<file path="src/rtl/ebc_pkg.sv">
package ebc_pkg;
   localparam int WAIT_W  = 4;
   localparam int DELTA_W = 8;
   localparam int HOLD_W  = 4;
   localparam int REC_W   = 4;

   // Field order fixes the bit positions of the timing word.
   typedef struct packed {
      logic [REC_W-1:0]   recov;
      logic [HOLD_W-1:0]  wr_hold;
      logic [DELTA_W-1:0] wr_delta;
      logic [DELTA_W-1:0] rd_delta;
      logic [WAIT_W-1:0]  wr_wait;
      logic [WAIT_W-1:0]  rd_wait;
   } timing_t;

   localparam int TIMING_W = $bits(timing_t);
   // Longest strobe: wait + 1 + delta.
   localparam int CNT_W    = DELTA_W + 2;

   typedef enum logic [2:0] {
      ST_IDLE,
      ST_RECOV,
      ST_ACT,
      ST_HOLD,
      ST_RESP
   } state_t;
endpackage

</file>
<file path="src/rtl/ebc_cfg_bank.sv">
module ebc_cfg_bank
   import ebc_pkg::*;
#(
   parameter int NUM_CS = 6,
   parameter int CS_W   = 3
) (
   input  logic            clk,
   input  logic            rst_n,
   input  logic            wr_en,
   input  logic [CS_W-1:0] wr_sel,
   input  timing_t         wr_data,
   input  logic [CS_W-1:0] rd_sel,
   output timing_t         rd_data
);
   timing_t word_q [NUM_CS];

   for (genvar i = 0; i < NUM_CS; i++) begin : g_word
      always_ff @(posedge clk or negedge rst_n) begin
         if (!rst_n)
            word_q[i] <= '0;
         else if (wr_en && (wr_sel == CS_W'(i)))
            word_q[i] <= wr_data;
      end
   end

   always_comb begin
      rd_data = '0;
      for (int i = 0; i < NUM_CS; i++)
         if (rd_sel == CS_W'(i)) rd_data = word_q[i];
   end
endmodule

</file>
<file path="src/rtl/ebc_page_tag.sv">
module ebc_page_tag #(
   parameter int NUM_CS = 6,
   parameter int CS_W   = 3,
   parameter int TAG_W  = 5
) (
   input  logic             clk,
   input  logic             rst_n,
   input  logic             upd,
   input  logic [CS_W-1:0]  sel,
   input  logic [TAG_W-1:0] tag,
   output logic             hit
);
   logic [TAG_W-1:0] tag_q [NUM_CS];
   logic [NUM_CS-1:0] vld_q;

   for (genvar i = 0; i < NUM_CS; i++) begin : g_tag
      always_ff @(posedge clk or negedge rst_n) begin
         if (!rst_n) begin
            tag_q[i] <= '0;
            vld_q[i] <= 1'b0;
         end else if (upd && (sel == CS_W'(i))) begin
            tag_q[i] <= tag;
            vld_q[i] <= 1'b1;
         end
      end
   end

   always_comb begin
      hit = 1'b0;
      for (int i = 0; i < NUM_CS; i++)
         if (sel == CS_W'(i)) hit = vld_q[i] && (tag_q[i] == tag);
   end
endmodule

</file>
<file path="src/rtl/ebc_seq.sv">
module ebc_seq
   import ebc_pkg::*;
#(
   parameter int NUM_CS = 6,
   parameter int CS_W   = 3,
   parameter int ADDR_W = 9,
   parameter int DATA_W = 16
) (
   input  logic              clk,
   input  logic              rst_n,
   input  logic              req_valid,
   input  logic              req_write,
   input  logic [CS_W-1:0]   req_cs,
   input  logic [ADDR_W-1:0] req_addr,
   input  logic [DATA_W-1:0] req_wdata,
   input  timing_t           tm,
   input  logic              page_hit,
   output logic              take,
   output logic              req_ready,
   output logic [DATA_W-1:0] req_rdata,
   output logic [NUM_CS-1:0] bus_cs_n,
   output logic [ADDR_W-1:0] bus_addr,
   output logic              bus_oe_n,
   output logic              bus_we_n,
   output logic [DATA_W-1:0] bus_dout,
   output logic              bus_dout_en,
   input  logic [DATA_W-1:0] bus_din
);
   state_t             st;
   logic [CNT_W-1:0]   cnt;
   logic [CNT_W-1:0]   cur_len;
   logic               cur_w;
   logic [CS_W-1:0]    cur_cs;
   logic [ADDR_W-1:0]  cur_addr;
   logic [DATA_W-1:0]  cur_wdata;
   logic [HOLD_W-1:0]  cur_hold;
   logic [REC_W-1:0]   cur_rec;
   logic               last_rd;
   logic [CS_W-1:0]    last_cs;
   logic [REC_W-1:0]   last_rec;
   logic [DATA_W-1:0]  rdata_q;
   logic               idle_q;

   logic               first;
   logic               need_rec;
   logic [CNT_W-1:0]   acc_len;
   logic [CNT_W-1:0]   rec_len;
   logic               on_bus;

   assign take     = (st == ST_IDLE) && req_valid;
   assign first    = idle_q || (req_cs != last_cs) || !page_hit;
   assign need_rec = last_rd && ((req_cs != last_cs) || req_write);
   assign rec_len  = (last_rec == '0) ? CNT_W'(1) : CNT_W'(last_rec);

   always_comb begin
      if (req_write)
         acc_len = CNT_W'(tm.wr_wait) + CNT_W'(1) +
                   (first ? CNT_W'(tm.wr_delta) : CNT_W'(0));
      else
         acc_len = CNT_W'(tm.rd_wait) + CNT_W'(1) +
                   (first ? CNT_W'(tm.rd_delta) : CNT_W'(0));
   end

   always_ff @(posedge clk or negedge rst_n) begin
      if (!rst_n) begin
         st        <= ST_IDLE;
         cnt       <= '0;
         cur_len   <= '0;
         cur_w     <= 1'b0;
         cur_cs    <= '0;
         cur_addr  <= '0;
         cur_wdata <= '0;
         cur_hold  <= '0;
         cur_rec   <= '0;
         last_rd   <= 1'b0;
         last_cs   <= '0;
         last_rec  <= '0;
         rdata_q   <= '0;
         idle_q    <= 1'b1;
      end else begin
         unique case (st)
            ST_IDLE: begin
               if (req_valid) begin
                  cur_w     <= req_write;
                  cur_cs    <= req_cs;
                  cur_addr  <= req_addr;
                  cur_wdata <= req_wdata;
                  cur_hold  <= tm.wr_hold;
                  cur_rec   <= tm.recov;
                  cur_len   <= acc_len;
                  idle_q    <= 1'b0;
                  if (need_rec) begin
                     st  <= ST_RECOV;
                     cnt <= rec_len - CNT_W'(1);
                  end else begin
                     st  <= ST_ACT;
                     cnt <= acc_len - CNT_W'(1);
                  end
               end else begin
                  idle_q <= 1'b1;
               end
            end
            ST_RECOV: begin
               if (cnt == '0) begin
                  st  <= ST_ACT;
                  cnt <= cur_len - CNT_W'(1);
               end else begin
                  cnt <= cnt - CNT_W'(1);
               end
            end
            ST_ACT: begin
               if (cnt == '0) begin
                  if (cur_w) begin
                     st  <= ST_HOLD;
                     cnt <= CNT_W'(cur_hold);
                  end else begin
                     st      <= ST_RESP;
                     rdata_q <= bus_din;
                  end
               end else begin
                  cnt <= cnt - CNT_W'(1);
               end
            end
            ST_HOLD: begin
               if (cnt == '0) st <= ST_RESP;
               else           cnt <= cnt - CNT_W'(1);
            end
            ST_RESP: begin
               st       <= ST_IDLE;
               last_rd  <= !cur_w;
               last_cs  <= cur_cs;
               last_rec <= cur_rec;
            end
            default: st <= ST_IDLE;
         endcase
      end
   end

   assign on_bus = (st == ST_ACT) || (st == ST_HOLD);

   for (genvar i = 0; i < NUM_CS; i++) begin : g_cs
      assign bus_cs_n[i] = !(on_bus && (cur_cs == CS_W'(i)));
   end

   assign bus_addr    = cur_addr;
   assign bus_oe_n    = !((st == ST_ACT) && !cur_w);
   assign bus_we_n    = !((st == ST_ACT) && cur_w);
   assign bus_dout    = cur_wdata;
   assign bus_dout_en = on_bus && cur_w;
   assign req_ready   = (st == ST_RESP);
   assign req_rdata   = rdata_q;
endmodule

</file>
<file path="src/rtl/ext_bus_ctrl.sv">
module ext_bus_ctrl
   import ebc_pkg::*;
#(
   parameter int NUM_CS = 6,
   parameter int ADDR_W = 9,
   parameter int DATA_W = 16,
   parameter int PAGE_W = 4,
   localparam int CS_W  = $clog2(NUM_CS),
   localparam int TAG_W = ADDR_W - PAGE_W
) (
   input  logic                clk,
   input  logic                rst_n,
   input  logic                cfg_we,
   input  logic [CS_W-1:0]     cfg_cs,
   input  logic [TIMING_W-1:0] cfg_wdata,
   input  logic                req_valid,
   input  logic                req_write,
   input  logic [CS_W-1:0]     req_cs,
   input  logic [ADDR_W-1:0]   req_addr,
   input  logic [DATA_W-1:0]   req_wdata,
   output logic                req_ready,
   output logic [DATA_W-1:0]   req_rdata,
   output logic [NUM_CS-1:0]   bus_cs_n,
   output logic [ADDR_W-1:0]   bus_addr,
   output logic                bus_oe_n,
   output logic                bus_we_n,
   output logic [DATA_W-1:0]   bus_dout,
   output logic                bus_dout_en,
   input  logic [DATA_W-1:0]   bus_din
);
   if (NUM_CS < 2 || NUM_CS > 8) begin : g_bad_cs
      $error("ext_bus_ctrl: NUM_CS must lie in 2..8");
   end
   if (PAGE_W < 1 || PAGE_W >= ADDR_W) begin : g_bad_page
      $error("ext_bus_ctrl: PAGE_W must lie in 1..ADDR_W-1");
   end

   timing_t tm;
   logic    take;
   logic    page_hit;

   ebc_cfg_bank #(.NUM_CS(NUM_CS), .CS_W(CS_W)) u_bank (
      .clk     (clk),
      .rst_n   (rst_n),
      .wr_en   (cfg_we),
      .wr_sel  (cfg_cs),
      .wr_data (timing_t'(cfg_wdata)),
      .rd_sel  (req_cs),
      .rd_data (tm)
   );

   ebc_page_tag #(.NUM_CS(NUM_CS), .CS_W(CS_W), .TAG_W(TAG_W)) u_tag (
      .clk   (clk),
      .rst_n (rst_n),
      .upd   (take),
      .sel   (req_cs),
      .tag   (req_addr[ADDR_W-1:PAGE_W]),
      .hit   (page_hit)
   );

   ebc_seq #(.NUM_CS(NUM_CS), .CS_W(CS_W), .ADDR_W(ADDR_W), .DATA_W(DATA_W)) u_seq (
      .clk         (clk),
      .rst_n       (rst_n),
      .req_valid   (req_valid),
      .req_write   (req_write),
      .req_cs      (req_cs),
      .req_addr    (req_addr),
      .req_wdata   (req_wdata),
      .tm          (tm),
      .page_hit    (page_hit),
      .take        (take),
      .req_ready   (req_ready),
      .req_rdata   (req_rdata),
      .bus_cs_n    (bus_cs_n),
      .bus_addr    (bus_addr),
      .bus_oe_n    (bus_oe_n),
      .bus_we_n    (bus_we_n),
      .bus_dout    (bus_dout),
      .bus_dout_en (bus_dout_en),
      .bus_din     (bus_din)
   );
endmodule

</file>
<file path="config.mk">
export PLATFORM = sky130hd
export DESIGN_NAME = ext_bus_ctrl
export DESIGN_NICKNAME = d
export VERILOG_FILES = /design/src/rtl/ebc_pkg.sv /design/src/rtl/ebc_cfg_bank.sv /design/src/rtl/ebc_page_tag.sv /design/src/rtl/ebc_seq.sv /design/src/rtl/ext_bus_ctrl.sv
export SDC_FILE = /design/constraint.sdc
export NUM_CORES = 1
export LEC_CHECK = 0
export BUFFER_PORTS_ARGS = -buffer_cell sky130_fd_sc_hd__buf_2
export CAP_MARGIN = 40
export CORE_MARGIN = 5
export CORE_UTILIZATION = 30
export DETAILED_ROUTE_END_ITERATION = 16
export GPL_TIMING_DRIVEN = 0
export PLACE_DENSITY = 0.48
export SETUP_SLACK_MARGIN = 0.4
export SLEW_MARGIN = 10
export SYNTH_ARGS = -nofsm -noshare
export SYNTH_HDL_FRONTEND = slang
export SYNTH_SLANG_ARGS = --single-unit
</file>
<file path="constraint.sdc">
create_clock -name clk -period 3.69 [get_ports clk]
set_input_delay 0.369 -clock clk [delete_from_list [all_inputs] [get_ports clk]]
set_output_delay 0.369 -clock clk [all_outputs]
set_load 0.02 [all_outputs]
</file>
==> results.md <==
* H-Tree Depth at 2
* Power share of the clock group at 28.4%
* Outcome: finished, violations left
* Bufs on Longest Clock Path at 3
* Syn Nets at 1,369
* Yosys top cell by area: dfrtp_1
* Max layer used: met5
* Die X-Extent at 236 microns
* Synthesis-to-layout area growth at 27.8%
* Post-route design area at 19,500 sq um
* Crit share post-route at 108%
* DRT Pass-1 Iters at 4
* Initial DRC count at 530
* Critical Path Start Type: flip-flop
* Share of cells above drive strength 1 at 42.2%
* Layout Utilization at 38.8%
* Clock tree sinks at 312
* Final slew viol count at 0
* TritonCTS clock tree: done
* Antenna-violating nets left at 0
* FILL cells at 4,933
* Row cnt at 82
* Vias in the first global route at 11,467
* Synth Cell Area at 15,300 sq um
* Number of synthesized flops with an enable pin at 0
* Worst setup EP type: flip-flop
* Die Ht at 236 microns
* YS warnings at 0
* Routed vias at 10,786
* Most common cell in the synthesized netlist: dfrtp_1
* Slew margin rel. at 38.2%
* PnR worst setup slack at -309 ps
* Setup-failing EPs final at 10
* Area contributors post-synth: dfrtp_1 51%, mux2_2 19%, mux4_2 4.0%
* WL met2 at 21.3 mm
* Area of the core at 50,300 sq um
* Grt ovf at 0
* Synth unique cells at 74
* Die footprint at 55,500 sq um
* DP HPWL at 30.3 mm
* Post-synth top cells: 311 x dfrtp_1, 251 x mux2_2, 130 x nand2_1, 85 x nor2_1, 46 x a21oi_1
* RePlAce Congestion at 0.796
* Wire length on met1 at 19.8 mm
* Synthesized area per cell at 12.0 sq um
* Net load switching power at 0.00436 W
* CP Max Fanout at 4
* CTS Root Cell: clkbuf_16
* Number of remaining DRC errors at 0
* Failing checks: negative setup slack
* GRT Util Overall at 15.6%
* CP Class: reg2reg
* Leakage at 8.52 nW
* Vias per cell at 4.84
* Clk_skew at 30.6 ps
* Unrepaired setup endpoints after global routing: true
* Crit path time final at 4000 ps
* Worst-path clk slew at 60 ps
* Skew-Pair Late Insertion Delay at 570 ps
* Max-cap viol count at 0
* Final nets at 1,629
* Starting Density at 30.4%
* IO Port Bufs at 132
* First-pass GRT wire length at 68.7 mm
* Main flop type after synthesis: dfrtp_1
* Fin Hold WS at 39.3 ps
* Logic pwr share at 33.1%
* Area post-placement at 17,200 sq um
* CP required at 4140 ps
* Async set-reset flop share out of synthesis at 100%
* Wire per inst at 19.6 microns
* Flop pwr share at 38.5%
* Wire length on met3 at 1.62 mm
* Sequential share of the synthesized area at 51.1%
* Share of the synthesized area in the top cell type at 51.0%
* Hold crit path type: in2reg
* Int Pwr at 0.00880 W
* Post-Route WL at 43.8 mm
* Worst Path Arrival at 4450 ps
* Fmax at 250 MHz
* Endpoints failing hold at 0
* FF+latch count, synth at 312
* Gate Count Post-Synth at 1,268
* Switching share of power at 33.1%
* Power Density at 674 nW/um^2
* Peak supply drop at 0.334 mV
* Largest net degree at the start of global routing at 105
* CTS Buf Count at 38
* Pre-CTS setup slack at -1310 ps
* Initial antenna violation count at 4
* Worst-margin pin slew at 926 ps
* Top Ports at 135
==> power groups by stage <==
stage          clock network [W]  logic (W)  registers [W]
3_5_place_dp                   0    0.00386        0.00512
2_1_floorplan                  0    0.00249        0.00524
5_1_grt                  0.00400    0.00478        0.00521
4_1_cts                  0.00386    0.00415        0.00507
3_3_place_gp                   0    0.00379        0.00508
6_report                 0.00373    0.00436        0.00506
==> critical path, stage by stage (launching register included) <==
cell      delay (ps)
dfrtp_1          380
xor2_1           170
nor4_2           290
nand3_1          120
a311o_1          340
a21oi_4          190
buf_8            140
nand2b_4         130
inv_2             50
ha_4             200
a21o_1           170
a311o_1          400
o221ai_2          90
nor2_1            70
xor2_1           160
a211o_1          350
a21oi_2          190
nor2_1            70
a311o_1          350
==> cell type report <==
class                           count  area [sq um]  share of cell area, %
Antenna cell                        1          2.50                 0.0128
Buffer                             71           480                   2.46
Clock buffer                       56          1140                   5.83
Clock inverter                     13           118                  0.603
Inverter                           17          63.8                  0.327
Multi-Input combinational cell    868          7480                   38.4
Sequential cell                   312          7810                   40.0
Tap cell                          672           841                   4.31
Timing Repair Buffer              220          1580                   8.08
==> stage by stage <==
stage                     setup TNS, ps  cells  power (W)
after floorplan                    -134   1268    0.00773
after global placement         -1262440   2072    0.00887
after detailed placement         -13790   2087    0.00898
after CTS                         -1270   2207     0.0131
after global routing              -3070   2229     0.0140
final                             -1380   2230     0.0132
==> state kept, by name (all words and copies together), names as in the netlist, 4 cells and up <==
name and count:
u_bank.word_q 192, u_tag.tag_q 30, u_seq.last_rec 4, u_seq.cur_len 9, u_seq.bus_addr 9, u_seq.bus_dout 16, u_seq.cnt 10, u_seq.req_rdata 16
u_seq.cur_rec 4, u_seq.cur_hold 4, u_tag.vld_q 6
==> layout by cell type, fill, tap and decap left out, drive strengths merged, types with 18 or more instances in the layout <==
master,count
xor2,19
clkbuf,96
nand2,130
dlygate4sd3,27
xnor2,42
a21oi,48
mux4,27
mux2,251
o21ai,46
buf,224
dfrtp,311
nor3,20
inv,19
mux2i,37
nor2,86
nand3,18
==> what timing repair did <==
item | CTS | global route
endpoints found under the hold margin | 77 | 0
hold buffers | 27 | 0
pin swaps | 41 | 17
gates cloned | 1 | 0
resized for setup | 56 | 43
endpoints found under the setup margin | 16 | 15
setup buffers | 23 | 21
==> cells by family (layout without fill, tap and decap cells) <==
group                    count (synthesis)  after routing  share of synthesized area, %
AND/OR/NAND/NOR                        325            325                          9.87
multiplexers                           315            315                          24.9
flip-flops                             312            312                          51.1
AO/OA/AOI/OAI                          150            150                          6.28
buffers and inverters                   88            377                          2.75
XOR/XNOR                                61             61                          3.55
adder cells (fa/ha/maj)                 17             17                          1.49
other                                    0              1                             0
==> worst paths after layout <==
path                       slack [ps]            from  cells after the start                 end
max                              -310  u_tag.tag_q[2]                     18        u_seq.cnt[8]
min                                40      bus_din[9]                      2  u_seq.req_rdata[9]
max reg2reg                      -310  u_tag.tag_q[2]                     18        u_seq.cnt[8]
min reg2reg                       460  u_tag.vld_q[4]                      1      u_tag.vld_q[4]
max in group asynchronous        2110           rst_n                      4        u_seq.idle_q
min in group asynchronous         340           rst_n                      2   u_bank.word_q[58]
==> layer usage <==
metal / global-route usage, % / vias up
met1: 20.7 / 5490
met4: 4.79 / 6
met3: 2.88 / 67
met2: 26.2 / 184
met5: 0 / -
li1: - / 5039
Power figures use the tool's default switching activity.
